--- config.mk ---
export PLATFORM = sky130hd
export DESIGN_NAME = booth_mul
export DESIGN_NICKNAME = d
export VERILOG_FILES = /design/src/rtl/booth_pkg.sv /design/src/rtl/booth_recode.sv /design/src/rtl/booth_addshift.sv /design/src/rtl/booth_mul.sv
export SDC_FILE = /design/constraint.sdc
export NUM_CORES = 1
export LEC_CHECK = 0
export ABC_AREA = 0
export BUFFER_PORTS_ARGS = -buffer_cell sky130_fd_sc_hd__buf_2
export CAP_MARGIN = 10
export CORE_ASPECT_RATIO = 2
export CORE_MARGIN = 5
export CORE_UTILIZATION = 45
export CTS_CLUSTER_DIAMETER = 120
export DETAILED_ROUTE_END_ITERATION = 16
export PLACE_DENSITY_LB_ADDON = 0.15
export SYNTH_ARGS = -nofsm -noshare
export SYNTH_HDL_FRONTEND = slang
export SYNTH_SLANG_ARGS = --single-unit
--- constraint.sdc ---
create_clock -name clk -period 3.53 [get_ports clk]
set_input_delay 0.353 -clock clk [delete_from_list [all_inputs] [get_ports clk]]
set_output_delay 0.353 -clock clk [all_outputs]
set_load 0.01 [all_outputs]
--- src/rtl/booth_pkg.sv ---
package booth_pkg;
    typedef enum logic [1:0] {
        OP_NOP = 2'd0,
        OP_ADD = 2'd1,
        OP_SUB = 2'd2
    } booth_op_e;
endpackage

--- src/rtl/booth_recode.sv ---
module booth_recode
    import booth_pkg::*;
(
    input  logic      cur_i,
    input  logic      prev_i,
    output booth_op_e op_o
);
    always_comb begin
        unique case ({cur_i, prev_i})
            2'b01:   op_o = OP_ADD;   // tail of a run of ones
            2'b10:   op_o = OP_SUB;   // head of a run of ones
            default: op_o = OP_NOP;   // inside a run
        endcase
    end
endmodule

--- src/rtl/booth_addshift.sv ---
module booth_addshift
    import booth_pkg::*;
#(
    parameter int WIDTH = 8
) (
    input  logic [WIDTH-1:0] hi_i,
    input  logic [WIDTH-1:0] lo_i,
    input  logic             ext_i,
    input  logic [WIDTH-1:0] mcand_i,
    input  booth_op_e        op_i,
    output logic [WIDTH-1:0] hi_o,
    output logic [WIDTH-1:0] lo_o,
    output logic             ext_o
);
    logic [WIDTH:0] acc_w;
    logic [WIDTH:0] addend_w;
    logic [WIDTH:0] sum_w;

    always_comb begin
        acc_w    = {hi_i[WIDTH-1], hi_i};
        addend_w = {mcand_i[WIDTH-1], mcand_i};
        unique case (op_i)
            OP_ADD:  sum_w = acc_w + addend_w;
            OP_SUB:  sum_w = acc_w - addend_w;
            default: sum_w = acc_w;
        endcase
        // arithmetic right shift of the widened sum through the register
        hi_o  = sum_w[WIDTH:1];
        lo_o  = {sum_w[0], lo_i[WIDTH-1:1]};
        ext_o = lo_i[0];
    end
endmodule

--- src/rtl/booth_mul.sv ---
module booth_mul
    import booth_pkg::*;
#(
    parameter int WIDTH = 8
) (
    input  logic             clk,
    input  logic             rst_n,
    input  logic             start_i,
    input  logic [WIDTH-1:0] mcand_i,
    input  logic [WIDTH-1:0] mplier_i,
    output logic             busy_o,
    output logic             done_o,
    output logic [WIDTH-1:0] prod_hi_o,
    output logic [WIDTH-1:0] prod_lo_o
);
    localparam int CNT_W = $clog2(WIDTH) + 1;
    localparam logic [CNT_W-1:0] LAST = CNT_W'(WIDTH - 1);

    typedef struct packed {
        logic             busy;
        logic             done;
        logic [CNT_W-1:0] cnt;
        logic [WIDTH-1:0] mcand;
        logic [WIDTH-1:0] hi;
        logic [WIDTH-1:0] lo;
        logic             ext;
    } state_t;

    state_t s_d, s_q;

    booth_op_e        op_w;
    logic [WIDTH-1:0] hi_n_w;
    logic [WIDTH-1:0] lo_n_w;
    logic             ext_n_w;

    booth_recode i_recode (
        .cur_i  (s_q.lo[0]),
        .prev_i (s_q.ext),
        .op_o   (op_w)
    );

    booth_addshift #(.WIDTH(WIDTH)) i_addshift (
        .hi_i    (s_q.hi),
        .lo_i    (s_q.lo),
        .ext_i   (s_q.ext),
        .mcand_i (s_q.mcand),
        .op_i    (op_w),
        .hi_o    (hi_n_w),
        .lo_o    (lo_n_w),
        .ext_o   (ext_n_w)
    );

    always_comb begin
        s_d      = s_q;
        s_d.done = 1'b0;
        if (s_q.busy) begin
            s_d.hi  = hi_n_w;
            s_d.lo  = lo_n_w;
            s_d.ext = ext_n_w;
            s_d.cnt = s_q.cnt + 1'b1;
            if (s_q.cnt == LAST) begin
                s_d.busy = 1'b0;
                s_d.done = 1'b1;
            end
        end else if (start_i) begin
            s_d.busy  = 1'b1;
            s_d.cnt   = '0;
            s_d.mcand = mcand_i;
            s_d.hi    = '0;
            s_d.lo    = mplier_i;
            s_d.ext   = 1'b0;
        end
    end

    always_ff @(posedge clk or negedge rst_n) begin
        if (!rst_n) s_q <= '0;
        else        s_q <= s_d;
    end

    assign busy_o    = s_q.busy;
    assign done_o    = s_q.done;
    assign prod_hi_o = s_q.hi;
    assign prod_lo_o = s_q.lo;

    assert_start_accept_R6: assert property (@(posedge clk) disable iff (!rst_n)
        (!s_q.busy && start_i) |=> (s_q.busy && s_q.cnt == '0 && s_q.ext == 1'b0));

    assert_last_step_R7: assert property (@(posedge clk) disable iff (!rst_n)
        (s_q.busy && s_q.cnt == LAST) |=> (s_q.done && !s_q.busy));

    assert_done_after_busy_R7: assert property (@(posedge clk) disable iff (!rst_n)
        s_q.done |-> $past(s_q.busy));

    assert_done_single_R7: assert property (@(posedge clk) disable iff (!rst_n)
        s_q.done |=> !s_q.done);

    assert_ignore_start_R8: assert property (@(posedge clk) disable iff (!rst_n)
        s_q.busy |=> $stable(s_q.mcand));

    assert_hold_idle_R9: assert property (@(posedge clk) disable iff (!rst_n)
        (!s_q.busy && !start_i) |=> ($stable(s_q.hi) && $stable(s_q.lo)));

    assert_nop_pairs_R4: assert property (@(posedge clk) disable iff (!rst_n)
        (s_q.busy && (s_q.lo[0] == s_q.ext)) |=> (s_q.hi[WIDTH-2:0] == $past(s_q.hi[WIDTH-1:1])));
endmodule

==> results.txt, run 1 <==
The total I/O pin count was 37; the worst-case clock buffer depth was 2. The mean number of vias per cell was 5.27; the fraction of final layout cells sized beyond drive strength 1 was 22.5%. Global routing used 14.6% of the available tracks across all layers. The end point of the critical path is prod_hi_o[7]. The total of flip-flops plus latches after synthesis is 31, and the number of core rows is 34.

The tools report the worst setup path startpoint as s_q[0]. The tools report the count of final max-slew check failures as 0. Counting every sink on the clock net gives 31.

Number of port buffers: 36. The type of the worst setup path was reg2reg. The flow ran to the end, and the final reports show no timing, DRC or antenna violations. The number of clock buffers added by TritonCTS is 5. For this configuration, the core starts out at a cell density of 46.0%. For flop-to-flop paths, the worst setup slack is 0.70 ns. The number of iterations in the first detailed-routing pass was 4. The H-tree level count came out at 2.

Count of final hold-check violations: 0. The die covers 5900 µm². The logs give 39.3% for the share of the yosys chip area belonging to registers and 11 for the number of design-rule violations left by the first detailed-router iteration. The portion of the clock cycle consumed by the worst path in the final layout works out to 80.2%.

For the number of global-route vias before repair, the log shows 1487. STA classifies the critical path startpoint as a register. The number of hold buffers added after CTS came out at 0. The startpoint of the lowest-slack register-to-register path is s_q[0]. Setup repair after global routing left no endpoint under its margin. The final worst clock skew came out at 0.00449 ns. The placed instances occupy a cell area of 2070 µm². In the final timing run, aggregate negative setup slack is 0 ns. The Yosys step of the flow raised 0 warnings. For the count of unique library cells instantiated by Yosys, the log shows 36.

For this run, design rule violations remaining after detail routing come to 0. For the routability-driven placement congestion ratio, the log shows 0.786. The number of setup buffers added after CTS is 0.

The count of antenna-violating nets left after detailed routing is 0, and the routed length per placed instance is 14.1 µm. Data arrives at the worst endpoint at 3.05 ns. The run gives 0.28 ns as the insertion delay of the later-clocked pin in the worst-skew pair. The first global-routing pass estimated 6850 µm of wire. The run gives 0 as the number of antenna diodes.

In this run the horizontal extent of the chip is 56.9 µm. TritonCTS built the clock tree. The endpoint type of the worst setup path is a register. The area growth from synthesis to layout is 8.99%.

The endpoint identified for the worst register-to-register timing path is prod_hi_o[7]. In this run the cell area of the synthesized design comes to 1980 µm². The count of final setup violators came out at 0.

The path class of the tightest hold or removal check is in2async. For the worst setup path, the data required time is 3.75 ns. The core region area is 4300 µm². Gates resized during post-CTS repair numbered 0. For the finished layout, the period the worst path requires is 2.83 ns.

In this run the worst path has a maximum fanout of 10. Measured along the y axis, the die boundary spans 104 µm. The final net count was 262. For the total grt overflow, the log shows 0. Across the run, the number of max-cap violations was 0. The logs give 1501 for the detailed-route via count and 29.4% for the headroom to the max-slew limit.

The total wire length after detailed routing came out at 4020 µm. The cell sitting at the root of the clock tree is a clkbuf_8. For the worst flop-to-flop path, the logic depth is 10.

Summed over all nets, the half-perimeter wirelength after detailed placement is 3150 µm. The cell count after synthesis came out at 210. The run gives 0 as the number of antenna violations at the first check in global routing. The clock-pin slew of the registers on the worst-case setup and hold paths came out at 0.06 ns.

The average cell area after synthesis came out at 9.41 µm². The post-synth net total is 242, and the slew at the pin with the worst max-slew slack is 1.06 ns. Entering global routing, the biggest net connects 36 pins. Derived from the worst setup path, the maximum achievable clock frequency is 0.353 GHz.

After routing the design area is 2150 µm².
-- state kept, by name (all words and copies together) (netlist names) --
| register | count |
|---|---|
| busy_o | 1 |
| s_q | 13 |
| prod_hi_o | 8 |
| prod_lo_o | 8 |
| done_o | 1 |
-- cells in the final DEF (no fill, tap or decap), types with 6 or more instances in the layout --
cell type / netlist / final
a21oi_1: 12 / 12
buf_2: 1 / 36
dfrtp_1: 31 / 31
inv_1: 10 / 10
ha_1: 12 / 12
nand2_1: 19 / 19
mux2_2: 6 / 6
xnor2_1: 11 / 11
nor2_1: 13 / 13
mux2i_1: 8 / 8
o21ai_0: 23 / 23
-- Yosys cell counts, drive strengths merged --
library cell,number,share of area (%)
dfrtp,31,39
and4b,1,0.51
o21ai,23,5.8
nand3,1,0.25
ha,12,7.6
a22o,2,0.89
a21o,2,0.82
a21oi,12,3.0
xor2,2,0.89
mux2,6,3.4
o21a,1,0.38
or3,1,0.32
nand2,19,3.6
nor2b,2,0.63
a211oi,5,1.9
a31oi,3,0.95
fa,1,1.0
o22ai,1,0.63
nor3,4,1.0
nor2,13,2.5
or4,1,0.57
nor4,1,0.32
inv,10,1.9
o31ai,3,1.1
buf,20,7.1
a221oi,1,0.44
xnor2,11,4.9
o31a,1,0.44
nor3b,1,0.63
nand2b,5,1.6
clkbuf,3,0.57
mux2i,8,4.1
and3,3,0.95
-- area by class of cell --
cell class	count	area, µm²
clock buffers	7	76.3
clock inverters	1	5.00
fillers	439	2140
inverters	10	37.5
multi-input cells	146	1010
flip-flops and latches	31	776
well taps	54	67.6
repair buffers	36	180
-- per-layer routing --
layer  share of wire (%)  global-route usage, %  vias up
li1                    -                      -      753
met1                  37                   15.4      716
met2                  57                   27.0       25
met3                 3.9                   2.86        7
met4                 2.1                   6.47        0
met5                   0                      0        -
-- per-stage QoR --
stage	std cells	utilization (%)	worst slack, ns	hold WS, ns
6_report	285	50.1	0.700	0.112
5_1_grt	285	50.1	0.545	0.172
4_1_cts	285	50.1	0.694	0.134
3_5_place_dp	277	48.2	0.700	0.443
3_3_place_gp	277	48.2	0.836	0.447
2_1_floorplan	210	-	0.999	0.0574
-- worst max-delay path, stage by stage, from the launching register on --
cell and delay (ns):
dfrtp_1 0.40, inv_1 0.06, ha_1 0.36, mux2_2 0.41, fa_1 0.42, nand2b_1 0.18, a21oi_1 0.23, o22ai_2 0.12
xnor2_1 0.15, o31ai_1 0.25, a22o_1 0.17
-- how the worst min path moves through the flow --
stage	startpoint	endpoint	slack, ns	cells after the start
finish	rst_n	s_q[26]	0.11	1
global route	rst_n	prod_lo_o[7]	0.17	1
CTS	rst_n	s_q[26]	0.13	1
detailed placement	rst_n	s_q[26]	0.44	1
global placement	rst_n	s_q[26]	0.45	1
floorplan	rst_n	busy_o	0.06	0
-- cell families after synthesis --
family | synth area share, %
XOR/XNOR | 5.76
multiplexers | 7.47
AO/OA/AOI/OAI | 16.5
buffers and inverters | 9.56
AND/OR/NAND/NOR | 12.9
flip-flops | 39.3
adder cells (fa/ha/maj) | 8.61
Power of run 1 is not shown: default switching activity piles up to over one toggle a cycle in this logic, so the estimate is an artifact.
==> inputs of run 2 (changes only) <==
Settings changed: ABC_AREA 0 to 1.
Clock period 3.53 ns to 2.85 ns, I/O delays scaled along.
==> results.txt, run 2 <==
The number of hold buffers added after CTS came out at 0 (unchanged). The aggregate global-route resource usage is 17.6% (+3.0 points), and the detailed-route via count is 1716 (+14%). For the count of unique library cells instantiated by Yosys, the log shows 32 (-11%).

The total CTS buffers was 5 (unchanged); the detailed route wirelength on metal3 was 140 µm (-9.7%). Share of synthesized flip-flops with an asynchronous set or reset: 100% (unchanged). The number of core rows is 35 (+2.9%), and the required time of the worst setup path is 3.03 ns (-0.72 ns).

The worst slack after detailed placement was 0.397 ns (-0.303 ns). Cell with the largest stage delay on the worst path: dfrtp_1. After synthesis, the most frequently instantiated cells are nand2_1 (63), inv_1 (34), dfrtp_1 (31).

The run gives 2070 µm² (+4.6%) as the cell area after synthesis. Ranked by total cell area, the synthesized netlist is headed by dfrtp_1 (38%), nand2_1 (11%), ha_1 (7.3%). The worst hold margin came out at 0.0446 ns (-0.0679 ns).

The tools report the insertion delay of the later-clocked pin in the worst-skew pair as 0.29 ns (about the same). Relative to the synthesized area, the layout overhead comes to 7.87%. The tools report the final routed DRC violation total as 0 (unchanged). The area taken by flip-flops and latches was 776 µm² (unchanged); the cell count after synthesis was 263 (+25%).

The count of final hold-check violations came out at 0 (unchanged). The routability-driven placement congestion ratio was 0.814 (+3.6%); the share of the synthesized area in the top cell type was 37.5% (-1.7 points). For the H-tree level count, the log shows 2 (unchanged). The largest net degree at the start of global routing came out at 32 (-11%). The top cell types in the final layout, fill and taps aside, are nand2_1 (63), buf_2 (36), inv_1 (34), dfrtp_1 (31), nand3_1 (17). Most frequent standard cell in the layout excluding fill and tap cells: nand2_1. The most numerous cell on the critical path was nand2_1.

The die footprint was 6130 µm² (+4.0%); the slew at the pin with the worst max-slew slack was 0.703 ns (-0.357 ns). The minimum clock period works out to 2.42 ns (-0.405 ns). Setup repair after global routing left no endpoint under its margin.

The flip-flop count of the largest register, all copies and words added works out to 13 (unchanged). The worst-case clock buffer depth is 2 (unchanged), and the final net count is 317 (+21%). The post-synth net total came out at 295 (+22%).

The peak fanout along the critical path was 5 (-5). The area used by multi-input combinational logic was 966 µm² (-4.5%). The count of final max-slew check failures was 0 (unchanged); the number of design-rule violations left by the first detailed-router iteration was 28 (+17). Routed length per placed instance: 14.5 µm (+3.2%). The logs give 1747 (+17%) for the number of global-route vias before repair and 0 (unchanged) for the count of final setup violators.

The clock-pin slew of the registers on the worst-case setup and hold paths was 0.07 ns (about the same); the detailed-route wire length on metal 1 was 1880 µm (+26%). The maximum cell stage delay along the critical path works out to 0.38 ns (-0.04 ns). The largest total area in the synthesized netlist belongs to dfrtp_1. For this run, the leading register cell type out of synthesis is dfrtp_1. The logs give 0 (unchanged) for the quantity of gates resized following cts and 37 (unchanged) for the total I/O pin count.

Number of enable-type register cells in the synthesized netlist: 0 (unchanged). The post-DP HPWL came out at 3710 µm (+18%). The total grt overflow came out at 0 (unchanged). The logic depth of the worst register-to-register path was 17 (+7); the headroom to the max-slew limit was 53.1% (+24 points). The data arrival at the endpoint of the critical path is 2.60 ns (-0.45 ns), and the portion of the clock cycle consumed by the worst path in the final layout is 85.1% (+4.9 points). The slack of the critical path was 0.425 ns (-0.275 ns).

The endpoint type of the worst setup path is a register. Average cell area after synthesis: 7.86 µm² (-16%). The clock sink total is 31 (unchanged), and the number of maximum-capacitance violations is 0 (unchanged). TritonCTS built the clock tree. The tools report the number of inserted filler cells in the final layout as 489 (+11%). The fraction of final layout cells sized beyond drive strength 1 came out at 20.6% (-1.9 points). Type of the worst setup path: reg2reg. Critical path launch point type: a register. The mean number of vias per cell was 5.03 (-4.5%). The number of antenna diodes is 0 (unchanged). The die boundary height was 106 µm (+2.1%); the number of port buffers was 36 (unchanged). The run gives 0 (unchanged) as the count of antenna-violating nets left after detailed routing. Total wire length after detailed routing: 4960 µm (+23%). Wire length of the first global-routing pass: 8160 µm (+19%). The number of antenna violations at the first check in global routing was 0 (unchanged); the total of flip-flops plus latches after synthesis was 31 (unchanged). The critical path goes through inv_1, ha_1, nand2_1, nor2_2, nor2_1, a21oi_1, xnor2_1, inv_1, ha_1, nand2_1, inv_1, nand2_1, nand2_1, a21oi_1, nand3_1, nand3_1, nand2_1. The number of iterations in the first detailed-routing pass is 4 (unchanged), and the met2 wire length is 2820 µm (+23%). The post-CTS setup-driven buffer insertion count was 0 (unchanged); the top achievable clock speed was 0.412 GHz (+17%).

The final worst clock skew was 0.0104 ns (+0.00589 ns). The tools report the library cell used as clock root buffer as clkbuf_8. The path class of the tightest hold or removal check is in2async. The synthesis warning total was 0 (unchanged). Cell with the most instances after synthesis: nand2_1.

In this run the top signal layer used is met4. The run gives 45.4% (-0.60 points) as the initial standard-cell utilization of the core. The flow ran to the end, and the final reports show no timing, DRC or antenna violations.

The x dimension of the die is 57.9 µm (+1.9%), and the sum of negative setup slack is 0 ns (unchanged). The share of the yosys chip area belonging to registers was 37.5% (-1.7 points). For the core region area, the log shows 4550 µm² (+6.0%).

Counting flops per register, the top entry is s_q.
==> run 2: per-layer routing <==
layer  global-route usage, %  up-vias
met5                       0        -
met4                    7.13        0
met3                    1.84        9
met2                    32.8       36
met1                    19.3      787
li1                        -      884
==> run 2: cell type report <==
cell class                 instances  share of cell area [%]
inverter                          40                    6.73
sequential                        31                    34.8
tap                               55                    3.09
timing repair buffer              37                    8.42
clock buffer                       7                    3.42
clock inverter                     1                   0.224
multi-input combinational        170                    43.3
==> run 2: path summary, 6_finish.rpt <==
check	from	to	slack, ns
hold / removal	rst_n	s_q[27]	0.04
setup / recovery	s_q[17]	prod_hi_o[7]	0.43
setup reg to reg	s_q[17]	prod_hi_o[7]	0.43
min in group clk	mcand_i[6]	s_q[23]	0.20
hold reg to reg	s_q[28]	done_o	0.46
max in group asynchronous	rst_n	prod_lo_o[2]	2.35
==> run 2: cells by family (layout without fill, tap and decap cells) <==
group | after synthesis | count (layout) | synth area share (%)
buffers and inverters | 62 | 85 | 15.7
adder cells (fa/ha/maj) | 13 | 13 | 8.23
flip-flops | 31 | 31 | 37.5
AO/OA/AOI/OAI | 51 | 51 | 15.0
AND/OR/NAND/NOR | 99 | 99 | 20.5
XOR/XNOR | 7 | 7 | 2.97
==> run 2: worst max-delay path, delay by kind of cell, from the launching register on <==
| kind | cells | cell delay [ns] |
|---|---|---|
| DFF | 1 | 0.38 |
| xor gates and xnor gates | 1 | 0.13 |
| and+or+nand+nor | 9 | 0.77 |
| adders and majority gates | 2 | 0.52 |
| buffers and inverters | 3 | 0.21 |
| AOI/OAI and AO/OA | 2 | 0.30 |
==> run 2: stage by stage <==
stage | instances | utilization (%) | cell area, µm²
finish | 341 | 49.0 | 2230
global route | 341 | 49.0 | 2230
CTS | 341 | 49.0 | 2230
detailed placement | 333 | 47.2 | 2150
global placement | 333 | 47.2 | 2150
floorplan | 263 | - | 2070
Power of run 2 is left out for the same reason.
==> inputs of run 3 (changes only) <==
Clock period 2.85 ns to 2.7 ns, I/O delays scaled along.
==> results.txt, run 3 (same netlist as run 2, synthesis figures left out) <==
The flow ran to the end, and the final reports show no timing, DRC or antenna violations. The logs give 0.27 ns (-0.15 ns) for the worst reg-to-reg setup slack and 45.4% (unchanged) for the initial standard-cell utilization of the core. The final worst clock skew was 0.0122 ns (+0.00183 ns); the core region area was 4550 µm² (unchanged). The number of antenna violations at the first check in global routing was 0 (unchanged); the mean number of vias per cell was 5.14 (+2.2%). The insertion delay of the later-clocked pin in the worst-skew pair was 0.29 ns (about the same). The tools report the routability-driven placement congestion ratio as 0.813 (about the same). Portion of the clock cycle consumed by the worst path in the final layout: 89.9% (+4.8 points).

Number of iterations in the first detailed-routing pass: 4 (unchanged). The run gives 0.244 ns (-0.152 ns) as the worst slack after detailed placement. Number of core rows: 35 (unchanged).

The worst-case clock buffer depth is 2 (unchanged). The die boundary height was 106 µm (unchanged); the total wire length after detailed routing was 5010 µm (+1.0%). Setup repair after global routing left no endpoint under its margin.

The number of hold buffers added after CTS is 0 (unchanged), and the number of inserted filler cells in the final layout is 469 (-4.1%). The logs give 0.273 ns (-0.152 ns) for the slack of the critical path and 32 (unchanged) for the largest net degree at the start of global routing. The clock-pin slew of the registers on the worst-case setup and hold paths was 0.08 ns (about the same). The library cell used as clock root buffer is clkbuf_8. For the post-CTS setup-driven buffer insertion count, the log shows 0 (unchanged). In this run the critical register-to-register path is captured at prod_hi_o[7]. The count of antenna-violating nets left after detailed routing was 0 (unchanged). STA classifies the critical path startpoint as a register.

For the area taken by flip-flops and latches, the log shows 776 µm² (unchanged). Relative to the synthesized area, the layout overhead comes to 9.02%. The top achievable clock speed was 0.412 GHz (about the same); the aggregate global-route resource usage was 17.5% (-0.054 points). In this run the critical register-to-register path is launched from s_q[17]. The library cells used most frequently in the layout, excluding fill and tap cells, are nand2_1 (63), buf_2 (36), inv_1 (34), dfrtp_1 (31), nand3_1 (17). The critical path is of the reg2reg type. For the wire length of the first global-routing pass, the log shows 8070 µm (-1.1%). The tools report the headroom to the max-slew limit as 50.5% (-2.6 points). The H-tree level count is 2 (unchanged).

The run gives 0 (unchanged) as the total grt overflow. The required time of the worst setup path was 2.88 ns (-0.15 ns). The number of port buffers was 36 (unchanged). The number of design-rule violations left by the first detailed-router iteration is 41 (+46%), and the logic depth of the worst register-to-register path is 17 (unchanged).

Leaving out fill and tap cells, the most frequent cell in the layout is nand2_1. For the clock sink total, the log shows 31 (unchanged). The sum of negative setup slack came out at 0 ns (unchanged). The path class of the lowest-slack min-delay path was in2async. For the post-DP HPWL, the log shows 3720 µm (about the same).

The die footprint is 6130 µm² (unchanged), and the area used by multi-input combinational logic is 971 µm² (+0.52%). The number of global-route vias before repair came out at 1746 (-0.057%). For the count of final max-slew check failures, the log shows 0 (unchanged). More flip-flops sit in one register than any other, and that register is s_q. For the total CTS buffers, the log shows 5 (unchanged). The tools report the quantity of gates resized following cts as 0 (unchanged). End point of the critical path: prod_hi_o[7].

The worst setup path is captured at a register. The minimum clock period was 2.43 ns (+0.00185 ns); the total I/O pin count was 37 (unchanged). The peak fanout along the critical path is 5 (unchanged), and the x dimension of the die is 57.9 µm (unchanged). The fraction of final layout cells sized beyond drive strength 1 was 21.7% (+1.0 points); the data arrival at the endpoint of the critical path was 2.61 ns (about the same). The flip-flop count of the largest register, all copies and words added was 13 (unchanged); the final net count was 317 (unchanged).

For the final routed DRC violation total, the log shows 0 (unchanged). The count of final setup violators came out at 0 (unchanged). The tools report the number of antenna diodes as 0 (unchanged). The routed length per placed instance works out to 14.7 µm (+1.0%).

The count of final hold-check violations was 0 (unchanged); the number of maximum-capacitance violations was 0 (unchanged). The slew at the pin with the worst max-slew slack is 0.742 ns (+0.0392 ns). TritonCTS built the clock tree. The worst setup path startpoint is s_q[17]. The detailed-route via count came out at 1754 (+2.2%).
run 3: cell count changes in the layout (fill, tap and decap cells not counted):
cell / delta
clkbuf_8: +2
ha_1: -2
clkinv_2: -1
ha_2: +2
clkbuf_1: -1
run 3: cell type report:
class                   count  share of cell area [%]
multi-input cells         170                    43.1
flip-flops and latches     31                    34.4
repair buffers             37                    8.33
inverters                  40                    6.66
clock buffers               8                    4.44
well taps                  55                    3.05
run 3: worst max-delay path, stage by stage, from the launching register on:
cell and delay [ns]:
dfrtp_1 0.38, inv_1 0.12, ha_1 0.18, nand2_1 0.08
nor2_2 0.13, nor2_1 0.08, a21oi_1 0.15, xnor2_1 0.13
inv_1 0.06, ha_2 0.29, nand2_1 0.09, inv_1 0.04
nand2_1 0.08, nand2_1 0.06, a21oi_1 0.19, nand3_1 0.11
nand3_1 0.09, nand2_1 0.05
run 3: worst min path at each step:
stage	from	end	slack [ns]
CTS	rst_n	s_q[27]	0.06
global route	rst_n	s_q[27]	0.1
floorplan	rst_n	busy_o	-0.03
global placement	rst_n	s_q[28]	0.37
detailed placement	rst_n	s_q[28]	0.37
finish	rst_n	s_q[27]	0.04
run 3: layer usage:
metal | vias up | part of all wire [%] | routed length [µm] | GRT usage, %
li1 | 883 | - | - | -
met1 | 814 | 37 | 1830 | 18.3
met2 | 47 | 57 | 2850 | 32.7
met3 | 10 | 4.5 | 227 | 2.82
met4 | 0 | 2.1 | 104 | 7.79
met5 | - | 0 | 0 | 0
run 3: through the flow:
stage	cell area (µm²)	instances	utilization (%)	hold WS (ns)
final	2250	341	49.5	0.0362
after global routing	2250	341	49.5	0.0951
after CTS	2250	341	49.4	0.0574
after detailed placement	2150	333	47.2	0.372
after global placement	2150	333	47.2	0.366
after floorplan	2070	263	-	-0.0256
Power of run 3 is left out for the same reason.
